### config.mk
export PLATFORM = sky130hd
export DESIGN_NAME = pc_steer_unit
export DESIGN_NICKNAME = d
export VERILOG_FILES = /design/src/rtl/pcu_pkg.sv /design/src/rtl/pcu_compare.sv /design/src/rtl/pcu_redirect.sv /design/src/rtl/pcu_next.sv /design/src/rtl/pc_steer_unit.sv
export SDC_FILE = /design/constraint.sdc
export NUM_CORES = 1
export LEC_CHECK = 0
export BUFFER_PORTS_ARGS = -buffer_cell sky130_fd_sc_hd__buf_2
export CAP_MARGIN = 10
export CORE_ASPECT_RATIO = 2
export CORE_MARGIN = 2
export CORE_UTILIZATION = 41
export CTS_CLUSTER_SIZE = 25
export DETAILED_ROUTE_END_ITERATION = 8
export PLACE_DENSITY = 0.78
export SYNTH_ARGS = -nofsm -noshare
export SYNTH_HDL_FRONTEND = slang
export SYNTH_SLANG_ARGS = --single-unit
### constraint.sdc
create_clock -name clk -period 8.6 [get_ports clk]
set_input_delay 1.29 -clock clk [delete_from_list [all_inputs] [get_ports clk]]
set_output_delay 1.29 -clock clk [all_outputs]
set_load 0.03 [all_outputs]
### src/rtl/pcu_pkg.sv
package pcu_pkg;

    // Bit positions of the one-hot control-flow flag vector
    typedef enum int {
        FK_EQ_BR   = 0,
        FK_NE_BR   = 1,
        FK_LT_BR   = 2,
        FK_GE_BR   = 3,
        FK_LTU_BR  = 4,
        FK_GEU_BR  = 5,
        FK_JUMP    = 6,
        FK_JUMP_R  = 7
    } flow_bit_e;

    localparam int NUM_FLOW = 8;

    // Shared comparator results
    typedef struct packed {
        logic eq;
        logic lt_s;
        logic lt_u;
    } cmp_res_t;

endpackage

### src/rtl/pcu_compare.sv
module pcu_compare #(
    parameter int XLEN = 32
) (
    input  logic [XLEN-1:0]  a_i,
    input  logic [XLEN-1:0]  b_i,
    output pcu_pkg::cmp_res_t res_o
);
    always_comb begin
        res_o.eq   = (a_i == b_i);
        res_o.lt_s = ($signed(a_i) < $signed(b_i));
        res_o.lt_u = (a_i < b_i);
    end
endmodule

### src/rtl/pcu_redirect.sv
module pcu_redirect
    import pcu_pkg::*;
(
    input  logic                clk,
    input  logic                rst,
    input  logic [NUM_FLOW-1:0] flow_i,
    input  cmp_res_t            cmp_i,
    output logic                redirect_o
);
    logic [NUM_FLOW-1:0] cond;
    logic [NUM_FLOW-1:0] term;

    // Condition per flag kind, chosen at elaboration
    for (genvar k = 0; k < NUM_FLOW; k++) begin : g_kind
        if (k == int'(FK_EQ_BR)) begin : g_eq
            assign cond[k] = cmp_i.eq;
        end else if (k == int'(FK_NE_BR)) begin : g_ne
            assign cond[k] = ~cmp_i.eq;
        end else if (k == int'(FK_LT_BR)) begin : g_lt
            assign cond[k] = cmp_i.lt_s;
        end else if (k == int'(FK_GE_BR)) begin : g_ge
            assign cond[k] = ~cmp_i.lt_s;
        end else if (k == int'(FK_LTU_BR)) begin : g_ltu
            assign cond[k] = cmp_i.lt_u;
        end else if (k == int'(FK_GEU_BR)) begin : g_geu
            assign cond[k] = ~cmp_i.lt_u;
        end else begin : g_uncond
            assign cond[k] = 1'b1;
        end
        assign term[k] = flow_i[k] & cond[k];
    end

    assign redirect_o = |term;

    AST_JUMP_ALWAYS: assert property (@(posedge clk) disable iff (rst)
        (flow_i[FK_JUMP] || flow_i[FK_JUMP_R]) |-> redirect_o) else $error("jump did not redirect");
    AST_IDLE_NO_REDIRECT: assert property (@(posedge clk) disable iff (rst)
        (flow_i == '0) |-> !redirect_o) else $error("redirect without flag");
    AST_EQ_NE_EXCL: assert property (@(posedge clk) disable iff (rst)
        (flow_i[FK_EQ_BR] && cmp_i.eq) |-> redirect_o) else $error("equal branch not taken");
endmodule

### src/rtl/pcu_next.sv
module pcu_next #(
    parameter int XLEN       = 32,
    parameter int STEP_BYTES = 4
) (
    input  logic [XLEN-1:0] pc_i,
    input  logic [XLEN-1:0] target_i,
    input  logic            redirect_i,
    output logic [XLEN-1:0] pc_plus_o,
    output logic [XLEN-1:0] pc_next_o
);
    localparam logic [XLEN-1:0] STEP = XLEN'(STEP_BYTES);

    always_comb begin
        pc_plus_o = pc_i + STEP;
        pc_next_o = redirect_i ? target_i : pc_plus_o;
    end
endmodule

### src/rtl/pc_steer_unit.sv
module pc_steer_unit
    import pcu_pkg::*;
#(
    parameter int XLEN        = 32,
    parameter int INSTR_BYTES = 4
) (
    input  logic                            clk,
    input  logic                            rst,
    input  logic [NUM_FLOW-1:0]             flow_kind,
    input  logic [XLEN-1:0]                 opnd_a,
    input  logic [XLEN-1:0]                 opnd_b,
    input  logic [XLEN-1:0]                 alu_target,
    output logic [XLEN-1:0]                 pc_now,
    output logic [XLEN-1:0]                 pc_link,
    output logic [XLEN-$clog2(INSTR_BYTES)-1:0] fetch_word,
    output logic                            take_redirect
);
    localparam int IDX_SHIFT = $clog2(INSTR_BYTES);

    typedef struct packed {
        logic [XLEN-1:0] pc;
    } pc_state_t;

    pc_state_t st_d, st_q;
    cmp_res_t  cmp_w;
    logic      redirect_w;
    logic [XLEN-1:0] pc_plus_w, pc_next_w;

    pcu_compare #(.XLEN(XLEN)) u_cmp (
        .a_i   (opnd_a),
        .b_i   (opnd_b),
        .res_o (cmp_w)
    );

    pcu_redirect u_sel (
        .clk        (clk),
        .rst        (rst),
        .flow_i     (flow_kind),
        .cmp_i      (cmp_w),
        .redirect_o (redirect_w)
    );

    pcu_next #(.XLEN(XLEN), .STEP_BYTES(INSTR_BYTES)) u_nxt (
        .pc_i       (st_q.pc),
        .target_i   (alu_target),
        .redirect_i (redirect_w),
        .pc_plus_o  (pc_plus_w),
        .pc_next_o  (pc_next_w)
    );

    always_comb begin
        st_d = st_q;
        if (rst) begin
            st_d.pc = '0;
        end else begin
            st_d.pc = pc_next_w;
        end
    end

    always_ff @(posedge clk) begin
        st_q <= st_d;
    end

    assign pc_now        = st_q.pc;
    assign pc_link       = pc_plus_w;
    assign fetch_word    = st_q.pc[XLEN-1:IDX_SHIFT];
    assign take_redirect = redirect_w;

    AST_RESET_ZERO: assert property (@(posedge clk)
        rst |=> (pc_now == '0)) else $error("reset value wrong");
    AST_SEQ_STEP: assert property (@(posedge clk) disable iff (rst)
        !take_redirect |=> (pc_now == $past(pc_now) + XLEN'(INSTR_BYTES))) else $error("sequential step wrong");
    AST_TARGET_LOAD: assert property (@(posedge clk) disable iff (rst)
        take_redirect |=> (pc_now == $past(alu_target))) else $error("target not loaded");
endmodule

### After elaboration in Yosys (flattened, before gate mapping)

Cells that the tools add are included.

| cells by class | value |
|---|---|
| add/sub/neg operators | 1 |
| multipliers | 0 |
| divide/modulo/power cells | 0 |
| order comparisons | 2 |
| eq/ne operators | 1 |
| shift-type cells | 0 |
| mux-type cells | 1 |
| bitwise logic cells | 9 |
| reduce and logical (&&, ||, !) cells | 1 |

Operator list:

| kind | number |
|---|---|
| 32-bit less-than comparator | 2 |
| 32-bit by 3-bit adder with 32-bit output, second input constant | 1 |
| 32-bit equality test | 1 |
| 32-bit 2-to-1 mux | 1 |
| 8-bit OR reduction | 1 |
| 1-bit bitwise AND | 6 |
| 1-bit inverter | 3 |

| word-level totals | value |
|---|---|
| flip-flop bits (word level) | 32 |
| latch bits | 0 |
| bits in writable memories | 0 |
| bits in read-only memories | 0 |
| bits of input ports | 106 |
| output and inout port bits | 95 |
| logic and storage cells | 16 |
| memories kept | 0 |

### Depth between registers and ports, before layout

Gate-level depths: netlist of run 1.

| depth | value |
|---|---|
| word-level depth | 5 |
| mapped depth | 12 |
| mapped depth without buffers | 11 |

### Modules after synthesis

From an unflattened synthesis of run 1, not the netlist that was laid out.

| second synthesis, totals | value |
|---|---|
| cell total of the unflattened synthesis | 389 |
| area, all modules | 3070.4 um2 |

By module, submodules not included:

| module | instances | cells an instance | area an instance (um2) | sequential area each (um2) |
|---|---|---|---|---|
| pcu_next | 1 | 172 | 1119.8 | 0.0 |
| pc_steer_unit | 1 | 97 | 1088.5 | 640.6 |
| pcu_compare | 1 | 115 | 822.0 | 0.0 |
| pcu_redirect | 1 | 5 | 40.0 | 0.0 |

### Least setup slack after synthesis of run 1

Ideal clock, no wire load.

| timing | value |
|---|---|
| kind | input to output |
| from | input opnd_b[15] |
| to | output take_redirect |
| data arrival time | 3205 ps |
| required time | 7310 ps |
| path slack | 4105 ps |
| stages | 10 |
| path buffers | 1 |
| cells stage by stage | inv_1 ha_1 nand4_1 nor4_2 nand3_2 a2111oi_4 nand3_4 nor2_8 inv_4 buf_6 |

| on the way | value |
|---|---|
| cells in the longest elaborated chain, start to end | 4 |
| elaborated cells between the ends (all ways) | 13 |
| those cells by class | order compare (2); eq/ne (1); bitwise (9); reduce/logical (1) |

RTL lines:

| item | line | source |
|---|---|---|
| start: declaration | pc_steer_unit.sv:11 | `input logic [XLEN-1:0] opnd_b,` |
| 32-bit less-than comparator, or another cell as far along | pcu_compare.sv:10 | `res_o.lt_s = ($signed(a_i) < $signed(b_i));` |
| 1-bit inverter (on tied branches) | pcu_redirect.sv:22, pcu_redirect.sv:18, pcu_redirect.sv:26 |  |
| 1-bit bitwise AND | pcu_redirect.sv:30 | `assign term[k] = flow_i[k] & cond[k];` |
| 8-bit OR reduction (*) | pcu_redirect.sv:33 | `assign redirect_o = \|term;` |
| end: declaration | pc_steer_unit.sv:16 | `output logic take_redirect` |

Mark *: on every way between the ends. The rest lies on a longest branch, timed or not.

### Worst setup path after layout of run 1

Same ends and word-level chain as after synthesis.

==> qor.yml, run 1 <==
run_status: "finished, final reports clean"
critical_path.cell_chain: "buf_2 > inv_1 > ha_1 > nand4_1 > nor4_2 > nand3_2 > a2111oi_4 > nand3_4 > nor2_8 > inv_4 > buf_2"
rsz0062_at_grt: "false"
grt_antenna_before_repair: 3
cp.arrival_ns: 3.90
antenna_left: 0
clk_path_buf_depth: 2
p_int_w: 0.000347
p_comb_frac: 0.371
yosysSeqAreaShare: 0.209
dr.pass1.iters: 4
syn_inst: 370
cts_tree: "built"
post-route-period-util: 0.603
layout-drive-gt1-share: 0.437
yosys.area.top_type: "dfxtp_1"
wl_per_cell_um: 15.2
synth_edf_count: 0
setup.worst_path.start: "opnd_b[15]"
die_x_um: 65.1
cts.sinks: 32
cap_violations: 0
critPathKind: "in2out"
synth_area_leaders: "dfxtp_1 (21%), ha_1 (13%), buf_4 (8.1%)"
area_delta_synth_final_pct: 31.2
worstMarginPinSlew_ns: 1.18
grt_pass1_vias: 3227
finalMaxSlewViolations: 0
clock_power_share: 0.319
place_area_um2: 3860
p_sw_frac: 0.378
nFillCells: 765
yosysMostFrequentCell: "inv_1"
post-dp-hpwl_um: 7860
drt-initial-drc-count: 102
initial_core_util: 0.421
yosysWarnings: 0
cpMostUsedCell: "buf_2"
synth_area_um2: 3060
postRouteWirelength_um: 9560
synth_common_cells: "inv_1 (55), buf_4 (33), ha_1 (33)"
drt-vias-per-instance: 5.07
insertion_delay_ns: 0.28
slew_headroom: 0.211
synth_nets: 509
r2r_start: "pc_now[6]"
finalSetupViolations: 0
num_io_pins: 201
fmax_mhz: 193
grt_util_all_layers: 0.229
leakagePower_nw: 2.34
hold_path_class: "reg2reg"
num_vias: 3196
ff2ff_path_depth: 8
cts_setup_buffers: 0
rr_endpoint: "pc_now[31]"
ys_async_sr_fraction: 0
grt_max_degree: 29
cts-root-buf: "clkbuf_16"
nNetsFinal: 673
hold_viol_final: 0
post-route-min-period_ns: 5.19
overflow: 0
final_area_um2: 4020
cp.depth: 11
critPathCaptureType: "output pin"
drc: 0
die_h_um: 126
largest_reg_flops: 32
synth_top_cell_area_share: 0.209
gp_congestion: 0.857
grt_pass1_wl_um: 14700
cts_max_level: 2
slowest_delay_ns: 0.46
yosys_register_bits: 32
cp-endpoint: "take_redirect"
critPathBufInv: 4
port_buffers: 200
fin_util: 0.553
worstSetupStartpointType: "input pin"
ctsResizeCount: 0
worstPathMaxFanout: 19
finClkSkew_ns: 0.00368
rrSetupSlack_ns: 5.99
clkTransAtPathRegs_ns: 0.05
core_area_um2: 7270
fp.dieArea_um2: 8220
holdBufCountCts: 0
ir_drop_mv: 0.0796
power_switching_w: 0.000211
p_seq_frac: 0.310
p_per_area_nw_per_um2: 139
cp_top_family: "simple AND/OR/NAND/NOR gates"
hold_ws_ns: 0.506
syn-mean-instance-area_um2: 8.27
slowest_stage: "a2111oi_4"
synth_cell_types: 52
synthFlopType: "dfxtp_1"
cts_inserted_buffers: 5
fin_tns_setup_ns: 0
rows: 44
cp.required_ns: 7.31
finalPower_w: 0.000558
-- worst reg2reg max path: stages (launching register included) --
cell and delay (ns):
dfxtp_1 0.47, and3_1 0.37, nand2_1 0.13, nor2b_1 0.30, nand2_1 0.23, nor3_1 0.47, and3_1 0.26, xnor2_1 0.16
a211oi_2 0.10
-- stage by stage --
stage,std cells,setup WS [ns]
after floorplan,370,4.10
after global placement,619,3.51
after detailed placement,619,3.42
after CTS,627,3.42
after global routing,630,3.25
final,630,3.41
-- cell usage in the layout, fill, tap and decap left out, drive strengths merged, types with 5 or more instances in the layout --
cell	synthesis	layout
and4	5	5
ha	33	33
clkbuf	5	8
o21ai	8	8
a21oi	32	32
nand2	21	21
a211oi	18	18
nor3	5	5
xnor2	18	18
and3	11	11
inv	56	56
buf	39	201
nand4	10	10
nor2	8	8
o211a	7	7
xor2	10	10
dfxtp	32	32
a21o	10	10
nand3	16	16
-- per-layer routing --
| layer | vias to the layer above | global-route usage | share of wire | wire [um] |
|---|---|---|---|---|
| li1 | 1581 | - | - | - |
| met1 | 1466 | 0.205 | 0.33 | 3160 |
| met2 | 129 | 0.463 | 0.58 | 5570 |
| met3 | 20 | 0.0357 | 0.052 | 498 |
| met4 | 0 | 0.118 | 0.034 | 329 |
| met5 | - | 0 | 0 | 0 |
-- worst min-delay path by stage --
stage	slack (ns)	cells after the start	end	start
6_report	0.51	2	pc_now[0]	pc_now[0]
5_1_grt	0.52	2	pc_now[0]	pc_now[0]
4_1_cts	0.51	2	pc_now[0]	pc_now[0]
3_5_place_dp	0.51	2	pc_now[0]	pc_now[0]
3_3_place_gp	0.49	2	pc_now[0]	pc_now[0]
2_1_floorplan	0.60	2	pc_now[0]	pc_now[0]
-- power by group through the flow --
stage                     clock network, W  logic, W  registers, W
after global placement                   0  0.000204      0.000175
after floorplan                          0  0.000131      0.000193
final                             0.000178  0.000207      0.000173
after CTS                         0.000181  0.000208      0.000173
after global routing              0.000186  0.000224      0.000174
after detailed placement                 0  0.000208      0.000176
-- kinds of logic (layout without fill, tap and decap cells) --
logic type      count (synthesis)  after routing  synth area share
buf+inv                       101            266             0.176
compound gates                 87             87             0.223
simple gates                   86             86             0.167
fa+ha+maj                      33             33             0.135
flops                          32             32             0.209
xor+xnor                       28             28            0.0801
mux                             3              3           0.00981
other cells                     0              3                 0
-- layout make-up --
cell class / count / area (um^2) / area share
Antenna cell: 3 / 7.51 / 0.00187
Timing Repair Buffer: 201 / 1010 / 0.251
Inverter: 57 / 216 / 0.0539
Clock buffer: 8 / 146 / 0.0364
Sequential cell: 32 / 641 / 0.159
Multi-Input combinational cell: 237 / 1880 / 0.469
Tap cell: 92 / 115 / 0.0287
(Power assumes the default switching activity.)
==> run 2, diff against run 1 <==
Settings changed: ABC_AREA from default to 1, CORE_UTILIZATION 41 to 39.
Clock period 8.6 ns to 4.6 ns, I/O delays scaled along.
==> run 2 against run 1 <==
Against the previous run:
- clock skew shrank 0.00097 ns
- critical path depth down 2
- utilization is 3.1 points lower
- critical path type is now reg2out
- sequential share of layout area down 0.27 points
- synthesized cell count rose by 32%
- sequential cell count did not move
- non-clock buffer count is the same
- register-to-register slack lost 3.7 ns
- design area grew 1.7%
==> qor.yml, run 2 <==
rsz0062_at_grt: "false"
ctsResizeCount: 0  # unchanged
yosysWarnings: 0  # unchanged
port_buffers: 200  # unchanged
area_delta_synth_final_pct: 30.9
clkTransAtPathRegs_ns: 0.05  # about the same
critical_path.cell_chain: "ha_1 > nand3_2 > nor3b_4 > nand4_2 > nor3_2 > nand2_2 > nor2_1 > xor2_1 > buf_2"
finalSetupViolations: 0  # unchanged
critPathCaptureType: "output pin"
slew_headroom: 0.340  # +0.129
worstSetupStartpointType: "flop"
synthFlopType: "dfxtp_1"
cts-root-buf: "clkbuf_16"
synth_edf_count: 0  # unchanged
core_area_um2: 7830  # +7.7%
holdBufCountCts: 0  # unchanged
die_h_um: 131  # +3.4%
synth_area_leaders: "dfxtp_1 (21%), nand2_1 (15%), ha_1 (13%)"
layout_commonest_cell: "buf_2"
cts_setup_buffers: 0  # unchanged
hold_viol_final: 0  # unchanged
num_io_pins: 201  # unchanged
layout-drive-gt1-share: 0.336  # -0.102
cap_violations: 0  # unchanged
layout_common_cells: "buf_2 (200), nand2_1 (124), inv_1 (88), nor2_1 (87), ha_1 (33)"
overflow: 0  # unchanged
p_per_area_nw_per_um2: 245  # +77%
leakagePower_nw: 2.68  # +14%
cts_tree: "built"
wl_per_cell_um: 10.8  # -29%
rrSetupSlack_ns: 2.31  # -3.68 ns
grt_max_degree: 64  # +120%
syn-mean-instance-area_um2: 6.37  # -23%
post-route-min-period_ns: 3.25
synth_nets: 629  # +24%
place_ws_ns: 1.40  # -2.02 ns
initial_core_util: 0.399  # -0.0223
postRouteWirelength_um: 8170  # -15%
dr.pass1.iters: 7  # +3
finalMaxSlewViolations: 0  # unchanged
slowest_delay_ns: 0.40  # -0.06 ns
antenna_left: 0  # unchanged
clock_power_share: 0.326  # +0.007
ys_async_sr_fraction: 0  # unchanged
power_switching_w: 0.000367  # +74%
run_status: "finished, final reports clean"
worstPathMaxFanout: 6  # -13
yosys.area.top_type: "dfxtp_1"
yosysSeqAreaShare: 0.205  # -0.00411
cp.arrival_ns: 2.56  # -1.34 ns
synth_common_cells: "nand2_1 (124), inv_1 (88), nor2_1 (87)"
worstMarginPinSlew_ns: 0.989  # -0.195 ns
p_seq_frac: 0.321  # +0.011
fp.dieArea_um2: 8780  # +6.9%
post-route-period-util: 0.707
drt-initial-drc-count: 105  # +2.9%
fin_tns_setup_ns: 0  # unchanged
fmax_mhz: 308
cts.sinks: 32  # unchanged
finalWorstSetupSlack_ns: 1.35  # -2.06 ns
nNetsFinal: 796  # +18%
clk_path_buf_depth: 2  # unchanged
cts_inserted_buffers: 5  # unchanged
place_area_um2: 3940  # +2.0%
post-dp-hpwl_um: 6870  # -13%
drc: 0  # unchanged
gp_congestion: 0.826  # -3.6%
p_int_w: 0.000637  # +84%
num_vias: 3328  # +4.1%
insertion_delay_ns: 0.27  # about the same
p_sw_frac: 0.365  # -0.0129
grt_antenna_before_repair: 0  # -3
synth_top_cell_area_share: 0.205  # -0.00411
rows: 46  # +4.5%
grt_util_all_layers: 0.191  # -0.0385
cp.required_ns: 3.91  # -3.40 ns
yosys_register_bits: 32  # unchanged
hold_ws_ns: 0.496  # -0.00999 ns
hold_path_class: "reg2reg"
slowest_stage: "dfxtp_1"
ir_drop_mv: 0.205  # +160%
finClkSkew_ns: 0.00271  # -0.000967 ns
synth_area_um2: 3120  # +2.0%
syn_inst: 490  # +32%
largest_reg_flops: 32  # unchanged
final_area_um2: 4090  # +1.7%
yosysMostFrequentCell: "nand2_1"
cts_max_level: 2  # unchanged
drt-vias-per-instance: 4.41  # -13%
synth_cell_types: 30  # -42%
n_antenna_cell: 0  # -3
die_x_um: 67.3  # +3.3%
grt_pass1_wl_um: 13300  # -9.5%
p_comb_frac: 0.353  # -0.018
grt_pass1_vias: 3227  # unchanged
critPathKind: "reg2out"
run 2: cell count changes in the layout (fill, tap and decap cells not counted), moves of 11 or more:
cell | previous run | this run
a211oi_2 | 13 | 0
nand2_1 | 21 | 124
a21oi_1 | 29 | 14
and3_1 | 11 | 0
nor2_1 | 6 | 87
inv_1 | 55 | 88
run 2: cell type report:
type,instances,area [um^2]
Clock buffer,8,146
Fill cell,814,3740
Inverter,88,330
Multi-Input combinational cell,329,1840
Sequential cell,32,641
Tap cell,96,120
Timing Repair Buffer,201,1010
run 2: per-layer routing:
layer | part of all wire | vias up | track usage
met1 | 0.41 | 1389 | 0.217
met5 | 0 | - | 0
met4 | 0.017 | 0 | 0.0624
met2 | 0.48 | 148 | 0.338
met3 | 0.085 | 14 | 0.0479
li1 | - | 1777 | -
run 2: final timing paths:
| check | cells after the start | start | end |
|---|---|---|---|
| max | 9 | pc_now[2] | pc_link[26] |
| min reg2reg | 2 | pc_now[0] | pc_now[0] |
| min | 2 | pc_now[0] | pc_now[0] |
| max reg2reg | 10 | pc_now[2] | pc_now[26] |
run 2: worst max-delay path: cells and delay by family, from the launching register on:
family | cells | cell delay (ns)
fa+ha+maj | 1 | 0.23
buf+inv | 1 | 0.23
xor+xnor | 1 | 0.22
simple gates | 6 | 1.21
flops | 1 | 0.40
run 2: power groups by stage:
| stage | Clock [W] | Combinational [W] | Sequential (W) |
|---|---|---|---|
| finish | 0.000328 | 0.000354 | 0.000322 |
| global route | 0.000353 | 0.000396 | 0.000325 |
| CTS | 0.000339 | 0.000357 | 0.000321 |
| detailed placement | 0 | 0.000356 | 0.000327 |
| global placement | 0 | 0.000351 | 0.000326 |
| floorplan | 0 | 0.000226 | 0.000360 |
run 2: stage by stage:
stage          cells   util  power (W)
5_1_grt          754  0.522    0.00107
6_report         754  0.522    0.00100
3_3_place_gp     746  0.504   0.000677
4_1_cts          754  0.522    0.00102
2_1_floorplan    490      -   0.000586
3_5_place_dp     746  0.504   0.000683
run 2: logic make-up after synthesis:
kind of cell | share of synthesized area
adders and majority gates | 0.132
xor gates and xnor gates | 0.0785
and+or+nand+nor | 0.341
DFF | 0.205
AOI/OAI and AO/OA | 0.0377
buffers and inverters | 0.205
